`config.mk`:
```
export PLATFORM = sky130hd
export DESIGN_NAME = circ_word_mem
export DESIGN_NICKNAME = d
export VERILOG_FILES = /design/src/rtl/circ_mem_pkg.sv /design/src/rtl/circ_slot_tracker.sv /design/src/rtl/circ_lane.sv /design/src/rtl/circ_buffer.sv /design/src/rtl/circ_word_mem.sv
export SDC_FILE = /design/constraint.sdc
export NUM_CORES = 1
export LEC_CHECK = 0
export BUFFER_PORTS_ARGS = -buffer_cell sky130_fd_sc_hd__buf_4
export CAP_MARGIN = 10
export CORE_UTILIZATION = 35
export DETAILED_ROUTE_END_ITERATION = 10
export PLACE_DENSITY = 0.68
export SETUP_SLACK_MARGIN = 0.5
export SYNTH_ARGS = -nofsm -noshare
export SYNTH_HDL_FRONTEND = slang
export SYNTH_HIERARCHICAL = 1
export SYNTH_SLANG_ARGS = --single-unit
```
`constraint.sdc`:
```
create_clock -name clk -period 1.9 [get_ports clk]
set_input_delay 0 -clock clk [delete_from_list [all_inputs] [get_ports clk]]
set_output_delay 0 -clock clk [all_outputs]
set_load 0.02 [all_outputs]
```
`src/rtl/circ_mem_pkg.sv`:
```
package circ_mem_pkg;

    typedef enum logic [1:0] {
        OP_HOLD  = 2'd0,
        OP_LOAD  = 2'd1,
        OP_FETCH = 2'd2,
        OP_STORE = 2'd3
    } op_e;

    // Commands are one-hot by contract; load is given precedence regardless.
    function automatic op_e pick_op(input logic ld, input logic fe, input logic st);
        if (ld)      return OP_LOAD;
        else if (fe) return OP_FETCH;
        else if (st) return OP_STORE;
        else         return OP_HOLD;
    endfunction

endpackage

```
`src/rtl/circ_slot_tracker.sv`:
```
module circ_slot_tracker #(
    parameter int DEPTH = 4,
    parameter int AW    = 2
) (
    input  logic          clk,
    input  logic          rst,
    input  logic [AW-1:0] addr,
    output logic [AW-1:0] pos,
    output logic          hit
);
    localparam logic [AW-1:0] LAST = AW'(DEPTH - 1);

    always_ff @(posedge clk) begin
        if (rst)              pos <= '0;
        else if (pos == LAST) pos <= '0;
        else                  pos <= pos + AW'(1);
    end

    assign hit = (pos == addr);
endmodule

```
`src/rtl/circ_lane.sv`:
```
module circ_lane #(
    parameter int DEPTH = 4
) (
    input  logic clk,
    input  logic rst,
    input  logic wr_en,
    input  logic wr_bit,
    output logic tail
);
    logic [DEPTH-1:0] cells;
    logic             head_in;

    assign tail    = cells[DEPTH-1];
    assign head_in = wr_en ? wr_bit : tail;

    generate
        if (DEPTH == 1) begin : g_single
            always_ff @(posedge clk) begin
                if (rst) cells <= '0;
                else     cells <= head_in;
            end
        end else begin : g_chain
            always_ff @(posedge clk) begin
                if (rst) cells <= '0;
                else     cells <= {cells[DEPTH-2:0], head_in};
            end
        end
    endgenerate
endmodule

```
`src/rtl/circ_buffer.sv`:
```
module circ_buffer
    import circ_mem_pkg::*;
#(
    parameter int WIDTH = 2
) (
    input  logic             clk,
    input  logic             rst,
    input  op_e              op,
    input  logic             hit,
    input  logic [WIDTH-1:0] ext_word,
    input  logic [WIDTH-1:0] port_word,
    output logic [WIDTH-1:0] q
);
    always_ff @(posedge clk) begin
        if (rst) begin
            q <= '0;
        end else begin
            unique case (op)
                OP_LOAD:  q <= ext_word;
                OP_FETCH: if (hit) q <= port_word;
                default:  q <= q;
            endcase
        end
    end
endmodule

```
`src/rtl/circ_word_mem.sv`:
```
module circ_word_mem
    import circ_mem_pkg::*;
#(
    parameter int WIDTH = 2,
    parameter int DEPTH = 4,
    localparam int AW   = (DEPTH > 1) ? $clog2(DEPTH) : 1
) (
    input  logic             clk,
    input  logic             rst,
    input  logic             load_buf,
    input  logic             fetch,
    input  logic             store,
    input  logic [WIDTH-1:0] data_in,
    input  logic [AW-1:0]    addr,
    output logic [WIDTH-1:0] buf_word
);
    op_e              op;
    logic [AW-1:0]    pos_q;
    logic             slot_hit;
    logic             write_now;
    logic [WIDTH-1:0] port_w;
    logic [WIDTH-1:0] buf_q;

    assign op        = pick_op(load_buf, fetch, store);
    assign write_now = (op == OP_STORE) && slot_hit;
    assign buf_word  = buf_q;

    circ_slot_tracker #(.DEPTH(DEPTH), .AW(AW)) u_track (
        .clk  (clk),
        .rst  (rst),
        .addr (addr),
        .pos  (pos_q),
        .hit  (slot_hit)
    );

    for (genvar b = 0; b < WIDTH; b++) begin : g_lane
        circ_lane #(.DEPTH(DEPTH)) u_lane (
            .clk    (clk),
            .rst    (rst),
            .wr_en  (write_now),
            .wr_bit (buf_q[b]),
            .tail   (port_w[b])
        );
    end

    circ_buffer #(.WIDTH(WIDTH)) u_buf (
        .clk       (clk),
        .rst       (rst),
        .op        (op),
        .hit       (slot_hit),
        .ext_word  (data_in),
        .port_word (port_w),
        .q         (buf_q)
    );
endmodule

```
==> results of run 1 <==
[stage by stage]
step            util  std cells  power (mW)  cell area (µm²)  setup slack, ns
3_3_place_gp   0.473         69       0.340              547            0.634
2_1_floorplan      -         45       0.311              454            0.744
3_5_place_dp   0.473         69       0.341              547            0.632
4_1_cts        0.513         74       0.538              593            0.625
6_report       0.513         74       0.531              593            0.638
5_1_grt        0.513         74       0.556              593            0.534
[cell families after synthesis]
| group | count (synthesis) |
|---|---|
| buffers and inverters | 1 |
| AOI/OAI and AO/OA | 1 |
| muxes | 2 |
| DFF | 12 |
| xor gates and xnor gates | 2 |
| adders and majority gates | 1 |
| and+or+nand+nor | 26 |
[flip-flops by register name (all words and copies together) (netlist names)]
signal / flops
u_track/pos: 2
u_buf/q: 2
g_lane.u_lane/cells: 8
[power breakdown]
part	leakage [nW]	switching, mW	internal (mW)	total [mW]
clock	0.0210	0.0788	0.116	0.195
sequential	0.0977	0.00802	0.262	0.270
combinational	0.149	0.0297	0.0368	0.0664
[layout make-up]
cell class / count / share of cell area
flip-flops and latches: 12 / 0.405
well taps: 14 / 0.0295
clock buffers: 4 / 0.0612
multi-input cells: 32 / 0.354
repair buffers: 11 / 0.143
inverters: 1 / 0.00633
[synth_stat cells]
cell,count
a21o_2,1
and2b_2,1
and3b_1,1
and4bb_2,1
dfxtp_1,12
ha_1,1
inv_1,1
mux2i_1,2
nand3b_1,1
nor2_1,9
nor2b_1,6
nor3_1,3
nor3b_1,1
nor4_1,2
or2b_1,1
xor2_1,2
[what timing repair did]
action,4_1_cts,5_1_grt
endpoints found under the hold margin,12,0
setup buffers,0,0
hold buffers,1,0
[final timing paths]
kind	cells after the start	to	slack (ns)
worst max-delay path	5	g_lane[0].u_lane/cells[0]	0.64
worst min-delay path	3	u_buf/q[0]	0.03
worst max register to register	5	g_lane[0].u_lane/cells[0]	0.64
worst min register to register	1	g_lane[0].u_lane/cells[3]	0.44
[routing by layer]
metal  global-route usage  share of wire  up-vias
met2                0.127           0.38        8
li1                     -              -      181
met5                    0              0        -
met3               0.0523          0.067        2
met1                0.150           0.53      148
met4                0.107          0.016        0
[worst max-delay path: cells and delay by family (launching register included)]
family        cells  cell delay (ns)
flops             1             0.33
mux               1             0.19
xor+xnor          1             0.14
simple gates      3             0.50
==> impl_results.md, run 1 <==
- Outcome: complete, no violations
- Input/output buffers: 10
- GPL Wtd Cong: 0.765
- Storage element area: 240 µm²
- Max VDD drop: approximately 420 µV
- Core box area: 1160 µm²
- Clock transition at path regs: 0.08 ns
- WS Path Type: reg -> reg
- Static Leak: 0.268 nW
- RSZ-0062 raised after global routing: false
- CP most frequent cell: nor2_1
- Hold slack: 0.0283 ns
- Synth Net Count: 55
- Combinational family with the most area after synthesis: simple AND/OR/NAND/NOR gates
- Synth Area per Inst: roughly 10 µm²
- Setup crit start kind: flop
- Drt via density: 4.58
- Data arrival, critical path: 1.42 ns
- Cell row count: 12
- Yosys reg bits: 12
- Most frequent cells in the layout: 12 x dfxtp_1, 10 x buf_4, 9 x nor2_1, 6 x nor2b_1
- Register area share after synthesis: 0.529
- Total Wirelength: between 600 and 700 µm
- Chip height: between 30 and 40 µm
- Fin. Hold Viols: 0
- Slowest stage delay, CP: 0.33 ns
- Crit-path cells: xor2_1 -> nor2_1 -> and4bb_2 -> mux2i_1 -> nor2_1
- Fin crit share: 0.664
- 1st-iter DRT viols: 11
- CTS sink cnt: 12
- Top cell type's share of synthesized area: 0.529
- Mapped Cells: 45
- Vias in the first global route: 238
- Die ar.: around 1400 µm²
- Fill cells: 102
- Multi-input gate area in the final layout: 210 µm²
- Clk_skew: 0.00540 ns
- Layout Nets: 71
- Starting Density: 0.393
- CTS tree: built
- CTS buffer count: 3
- Clk buf depth: 2
- Ports: 11
- Adder-cell area share of the yosys netlist: 0.0275
- P&R area growth vs syn: 30.6%
- First-pass GRT wire length: about 1.0 mm
- Commonest non-fill, non-tap cell in the layout: dfxtp_1
- Htree depth: 1
- Cell Area, Synth: 454 µm²
- Critical Path Source: u_track/pos[1]
- Layout cells sized above 1: 0.283
- Post-detail-place hpwl: 522 µm
- Compound-Gate Fraction of Synth Area: 0.0193
- Final setup fails: 0
- Post-synth top area cell: dfxtp_1
- Worst Hold Launch: data_in[0]
- Post-DR wirelength/cell: 9.31 µm
- RR Startpoint: u_track/pos[1]
- Number of max-cap violations: 0
- Via Count: 339
- # DRC: 0
- Initial antenna violation count: 0
- Synth cell types: 16
- Mux cell area share after synthesis: 0.0441
- Pwr/cell area: 896 nW/µm²
- Gr usage total: 0.113
- Largest net degree at the start of global routing: 13
- Critical-path top delay cell: dfxtp_1
- Slew @ Worst Pin: 0.229 ns
- Synth top area cells: dfxtp_1 53%, nor2b_1 8.3%, nor2_1 7.4%, mux2i_1 4.4%, xor2_1 3.9%
- PostCTS Resize Cnt: 0
- Diodes inserted: 0
- Post-DRT Antenna Nets: 0
- Hold Path Class: in -> reg
- Max_slew headroom: 0.846
- Synth Area in Simple Gates: 0.333
- Worst Setup End Kind: flop
- Crit-path max FO: 3
- Total congestion overflow: 0
- Root buf cell: clkbuf_4
- Pre-antenna DRT Iters: 3
- Die X: approximately 38 µm
- YS warnings: 6
- Slew Limit Fails: 0
- Worst-Skew Late Latency: roughly 0.26 ns
- Period minus WS final: 1.26 ns
- XOR/XNOR share of the synthesized area: 0.0386
- Max Freq: 0.792 GHz
- Worst Path Required: 2.06 ns
- Final TNS setup: 0 ns
No activity file was read; power rests on OpenSTA's default activity.
==> inputs of run 2 (changes only) <==
clock period = 1.2 ns   (was 1.9 ns; I/O delays follow)
==> run 2 against run 1 <==
  * The flow now finishes with violations (hold timing, setup timing)
  * Utilization is 4.9 points higher
  * Via count is 4.1% higher
  * Die area stayed put
  * Routed wire length is 11% higher
  * Final area is 9.5% higher
  * Clock-buffer cell count stayed put
  * Critical path type unchanged
==> impl_results.md, run 2 (synthesis gave the netlist of run 1 again) <==
- Pwr/cell area: 1360 nW/µm² (+52%)
- Worst Hold Path EP: g_lane[0].u_lane/cells[3]
- Total Wirelength: 763 µm (+11%)
- Starting Density: 0.393 (unchanged)
- R2R depth: 5 (unchanged)
- Slew @ Worst Pin: 0.221 ns (-0.00840 ns)
- # DRC: 0 (unchanged)
- Multi-input gate area in the final layout: 231 µm² (+10%)
- Hold Path Class: in -> reg
- Final setup fails: 2 (+2)
- Diodes inserted: 0 (unchanged)
- Max Freq: 0.791 GHz (-0.19%)
- Layout cells sized above 1: 0.444 (+0.161)
- Failing checks: hold timing, setup timing
- Hold slack: -0.0267 ns (-0.0550 ns)
- Cell family contributing the most delay on the critical path: simple AND/OR/NAND/NOR gates
- RSZ-0062 raised after global routing: true
- Via Count: 353 (+4.1%)
- Drt via density: 4.58 (about the same)
- Largest net degree at the start of global routing: 13 (unchanged)
- Worst Setup End Kind: flop
- Slowest stage delay, CP: 0.33 ns (about the same)
- Fill cells: 112 (+9.8%)
- Post-DR wirelength/cell: 9.91 µm (+6.4%)
- Gr usage total: 0.128 (+0.0144)
- Total congestion overflow: 0 (unchanged)
- Die X: 38.0 µm (unchanged)
- Top reg by flops: g_lane.u_lane/cells
- Most frequent cells in the layout: 11 x buf_4, 8 x nor2_1, 8 x dfxtp_1, 6 x nor2b_1, 4 x dfxtp_2
- Worst Hold Depth: 2 (-1)
- Pre-antenna DRT Iters: 4 (+1)
- Critical-path top delay cell: dfxtp_2
- Data arrival, critical path: 1.42 ns (about the same)
- Input/output buffers: 10 (unchanged)
- Initial antenna violation count: 0 (unchanged)
- Biggest regs: g_lane.u_lane/cells x8, u_buf/q x2, u_track/pos x2
- Storage element area: 245 µm² (+2.1%)
- Clock transition at path regs: 0.07 ns (about the same)
- Setup crit start kind: flop
- Final worst slack: -0.0643 ns (-0.702 ns)
- Post-DRT Antenna Nets: 0 (unchanged)
- Worst reg-to-reg setup slack: -0.06 ns (-0.70 ns)
- Outcome: finished, violations left
- Cell row count: 12 (unchanged)
- Max reg flops: 8 (unchanged)
- Static Leak: 0.289 nW (+7.8%)
- Ports: 11 (unchanged)
- Worst reg2reg endpoint: g_lane[1].u_lane/cells[0]
- Crit-path max FO: 3 (unchanged)
- Max_slew headroom: 0.852 (+0.00565)
- First-pass GRT wire length: 1.27 mm (+23%)
- CTS buffer count: 3 (unchanged)
- Fin. Hold Viols: 10 (+10)
- WS Path Type: reg -> reg
- Chip height: 38.0 µm (unchanged)
- Fin crit share: 1.05 (+0.389)
- CTS tree: built
- P&R area growth vs syn: 43.0%
- Layout Nets: 74 (+4.2%)
- Worst Hold Launch: rst
- Crit-path cells: xor2_1 -> nor2_2 -> and4bb_2 -> mux2i_1 -> nor2_1
- Pwr Total: 881 µW (+66%)
- Max VDD drop: 570 µV (+34%)
- 1st-iter DRT viols: 3 (-8)
- RR Startpoint: u_track/pos[1]
- Clk_skew: 0.00154 ns (-0.00386 ns)
- Commonest non-fill, non-tap cell in the layout: buf_4
- Number of max-cap violations: 0 (unchanged)
- Final core occ: 0.562 (+0.0487)
- Worst Path Required: 1.36 ns (-0.70 ns)
- Root buf cell: clkbuf_4
- GPL Wtd Cong: 0.747 (-2.4%)
- Clk buf depth: 2 (unchanged)
- Period minus WS final: 1.26 ns (+0.00238 ns)
- CTS sink cnt: 12 (unchanged)
- Worst-Skew Late Latency: 0.26 ns (about the same)
- Vias in the first global route: 342 (+44%)
- Die ar.: 1450 µm² (unchanged)
- Htree depth: 1 (unchanged)
- WP buf/inv: 0 (unchanged)
- Core box area: 1160 µm² (unchanged)
- Post-detail-place hpwl: 530 µm (+1.6%)
- Slew Limit Fails: 0 (unchanged)
run 2: report_power, final:
group          internal [mW]  switching [mW]  total [mW]
Combinational         0.0888          0.0594       0.148
Sequential             0.418          0.0119       0.430
Clock                  0.184           0.119       0.304
run 2: stage by stage:
stage,hold WS [ns],setup TNS [ns],area [µm²],instances,worst slack [ns]
after floorplan,0.0637,0,457,45,0.0447
after global placement,0.256,-0.0372,557,70,-0.0372
after detailed placement,0.256,-0.146,557,70,-0.0750
after CTS,-0.0352,-0.156,631,76,-0.0814
after global routing,-0.0288,-0.424,649,77,-0.153
final,-0.0267,-0.0892,649,77,-0.0643
run 2: metal layers:
layer  GRT usage  vias to the layer above  routed length [µm]
met2       0.195                        8                 348
met1       0.156                      158                 380
met4       0.107                        0                   4
li1            -                      185                   -
met3      0.0174                        2                  30
met5           0                        -                   0
run 2: cell type report:
class	count	area share
sequential	12	0.378
multi-input combinational	32	0.356
timing repair buffer	14	0.177
clock buffer	4	0.0559
tap	14	0.0270
inverter	1	0.00578
run 2: how the worst max path moves through the flow:
| stage | depth (start not counted) | start | slack, ns | end |
|---|---|---|---|---|
| finish | 5 | u_track/pos[1] | -0.06 | g_lane[1].u_lane/cells[0] |
| global route | 5 | u_track/pos[1] | -0.15 | g_lane[1].u_lane/cells[0] |
| CTS | 5 | u_track/pos[0] | -0.08 | g_lane[1].u_lane/cells[0] |
| detailed placement | 5 | u_track/pos[1] | -0.07 | g_lane[1].u_lane/cells[0] |
| global placement | 5 | u_track/pos[1] | -0.04 | g_lane[1].u_lane/cells[0] |
| floorplan | 5 | u_track/pos[1] | 0.04 | g_lane[0].u_lane/cells[0] |
run 2: timing repair:
item,in CTS,in global routing
buffers inserted,2,0
resized for setup,7,2
setup endpoints to repair,8,8
pin swaps,4,5
endpoints found under the hold margin,12,2
==> inputs of run 3 (changes only) <==
clock period = 1.56 ns   (was 1.2 ns; I/O delays follow)
==> run 3 against run 2 <==
  * The run now ends clean
  * Critical path type unchanged
  * Combinational power shrank 33%
  * Largest power group unchanged
  * Clock power is 41% lower
  * Critical endpoint is now g_lane[0].u_lane/cells[0]
  * Clock skew shrank 0.0010 ns
  * Utilization fell by 3.9 points
==> impl_results.md, run 3 (synthesis gave the netlist of run 1 again) <==
- Pre-antenna DRT Iters: 3 (-1)
- RSZ-0062 raised after global routing: true
- Starting Density: 0.393 (unchanged)
- Fin crit share: 0.816 (-0.237)
- Most frequent cells in the layout: 13 x buf_4, 10 x dfxtp_1, 9 x nor2_1, 6 x nor2b_1
- Number of max-cap violations: 0 (unchanged)
- Root buf cell: clkbuf_4
- Worst Hold Path EP: u_buf/q[0]
- Worst-Skew Late Latency: 0.26 ns (about the same)
- 1st-iter DRT viols: 5 (+2)
- Die X: 38.0 µm (unchanged)
- Biggest regs: g_lane.u_lane/cells x8, u_buf/q x2, u_track/pos x2
- R2R depth: 5 (unchanged)
- Gr usage total: 0.125 (-0.00215)
- Max VDD drop: 495 µV (-13%)
- CTS tree: built
- Via Count: 360 (+2.0%)
- Chip height: 38.0 µm (unchanged)
- Diodes inserted: 0 (unchanged)
- Hold Path Class: in -> reg
- CP most frequent cell: nor2_1
- Outcome: complete, no violations
- Max reg flops: 8 (unchanged)
- Worst Hold Depth: 3 (+1)
- Max Freq: 0.785 GHz (-0.69%)
- Worst reg2reg endpoint: g_lane[0].u_lane/cells[0]
- Data arrival, critical path: 1.43 ns (about the same)
- Ports: 11 (unchanged)
- Layout cells sized above 1: 0.339 (-0.106)
- Cell family contributing the most delay on the critical path: simple AND/OR/NAND/NOR gates
- Commonest non-fill, non-tap cell in the layout: buf_4
- Worst Hold Launch: data_in[0]
- CTS sink cnt: 12 (unchanged)
- Max_slew headroom: 0.865 (+0.0135)
- Critical-path top delay cell: dfxtp_2
- Drt via density: 4.74 (+3.3%)
- Crit-path max FO: 3 (unchanged)
- Final setup fails: 0 (-2)
- Post-DR wirelength/cell: 9.71 µm (-2.0%)
- Initial antenna violation count: 0 (unchanged)
- Static Leak: 0.276 nW (-4.2%)
- # DRC: 0 (unchanged)
- Input/output buffers: 10 (unchanged)
- Crit-path cells: xor2_1 -> nor2_1 -> and4bb_2 -> mux2i_1 -> nor2_1
- WS Path Type: reg -> reg
- Layout Nets: 74 (unchanged)
- Post-DRT Antenna Nets: 0 (unchanged)
- Clk_skew: 0.000497 ns (-0.00104 ns)
- P&R area growth vs syn: 33.1%
- Die ar.: 1450 µm² (unchanged)
- Largest net degree at the start of global routing: 13 (unchanged)
- Slew @ Worst Pin: 0.200 ns (-0.0201 ns)
- Vias in the first global route: 307 (-10%)
- Final TNS setup: 0 ns (+0.0892 ns)
- WP buf/inv: 0 (unchanged)
- Worst Setup End Kind: flop
- Top reg by flops: g_lane.u_lane/cells
- Cell row count: 12 (unchanged)
- Setup crit start kind: flop
- Core box area: 1160 µm² (unchanged)
- Worst reg-to-reg setup slack: 0.29 ns (+0.35 ns)
- Fin. Hold Viols: 0 (-10)
- GPL Wtd Cong: 0.731 (-2.0%)
- Slowest stage delay, CP: 0.33 ns (about the same)
- Worst Path Required: 1.71 ns (+0.35 ns)
- CTS buffer count: 3 (unchanged)
- Total congestion overflow: 0 (unchanged)
- Period minus WS final: 1.27 ns (+0.00879 ns)
- Slew Limit Fails: 0 (unchanged)
- RR Startpoint: u_track/pos[1]
- Pwr/cell area: 1000 nW/µm² (-26%)
- First-pass GRT wire length: 1.21 mm (-4.3%)
- Post-detail-place hpwl: 529 µm (-0.19%)
- Htree depth: 1 (unchanged)
- Clk buf depth: 2 (unchanged)
- Pwr Total: 606 µW (-31%)
- Total Wirelength: 738 µm (-3.3%)
- Clock transition at path regs: 0.07 ns (about the same)
-- run 3: cell types whose count changed in the layout (fill, tap and decap cells not counted), sizes merged --
cell    change
clkbuf      -1
-- run 3: final cells by class --
type                            count  area, µm²
Clock buffer                        3       22.5
Fill cell                         117        552
Inverter                            1       3.75
Multi-Input combinational cell     32        210
Sequential cell                    12        243
Tap cell                           14       17.5
Timing Repair Buffer               14        108
-- run 3: how the worst max path moves through the flow --
| stage | end | slack (ns) | cells after the start | startpoint |
|---|---|---|---|---|
| after CTS | g_lane[0].u_lane/cells[0] | 0.30 | 5 | u_track/pos[0] |
| after floorplan | g_lane[0].u_lane/cells[0] | 0.40 | 5 | u_track/pos[1] |
| after detailed placement | g_lane[0].u_lane/cells[0] | 0.31 | 5 | u_track/pos[0] |
| final | g_lane[0].u_lane/cells[0] | 0.29 | 5 | u_track/pos[1] |
| after global placement | g_lane[0].u_lane/cells[0] | 0.30 | 5 | u_track/pos[0] |
| after global routing | g_lane[0].u_lane/cells[0] | 0.20 | 5 | u_track/pos[1] |
-- run 3: timing repair --
item	in CTS	in global routing
buffers inserted	3	0
pin swaps	2	2
resized for setup	1	0
hold endpoints to repair	8	0
endpoints found under the setup margin	4	4
hold buffers	1	0
-- run 3: per-stage QoR --
step	setup WS, ns	std cells	cell area [µm²]	utilization	hold slack (ns)
after CTS	0.299	76	604	0.523	0.0291
after detailed placement	0.314	69	548	0.474	0.266
final	0.287	76	604	0.523	0.0312
after global placement	0.302	69	548	0.474	0.265
after floorplan	0.405	45	455	-	0.0684
after global routing	0.200	76	604	0.523	0.0324
-- run 3: worst register-to-register path, delay by kind of cell, from the launching register on --
kind / cells / cell delay, ns
flip-flops: 1 / 0.33
XOR/XNOR: 1 / 0.13
multiplexers: 1 / 0.22
AND/OR/NAND/NOR: 3 / 0.49
-- run 3: metal layers --
metal,share of wire,wire length [µm],GRT usage,up-vias
met5,0,0,0,-
met4,0.023,17,0.0804,0
met3,0.060,44,0.0349,4
met2,0.42,308,0.186,10
met1,0.50,367,0.158,160
li1,-,-,-,186
-- run 3: power breakdown --
part | internal [mW] | switching (mW)
sequential | 0.320 | 0.00890
combinational | 0.0582 | 0.0409
clock | 0.0891 | 0.0886
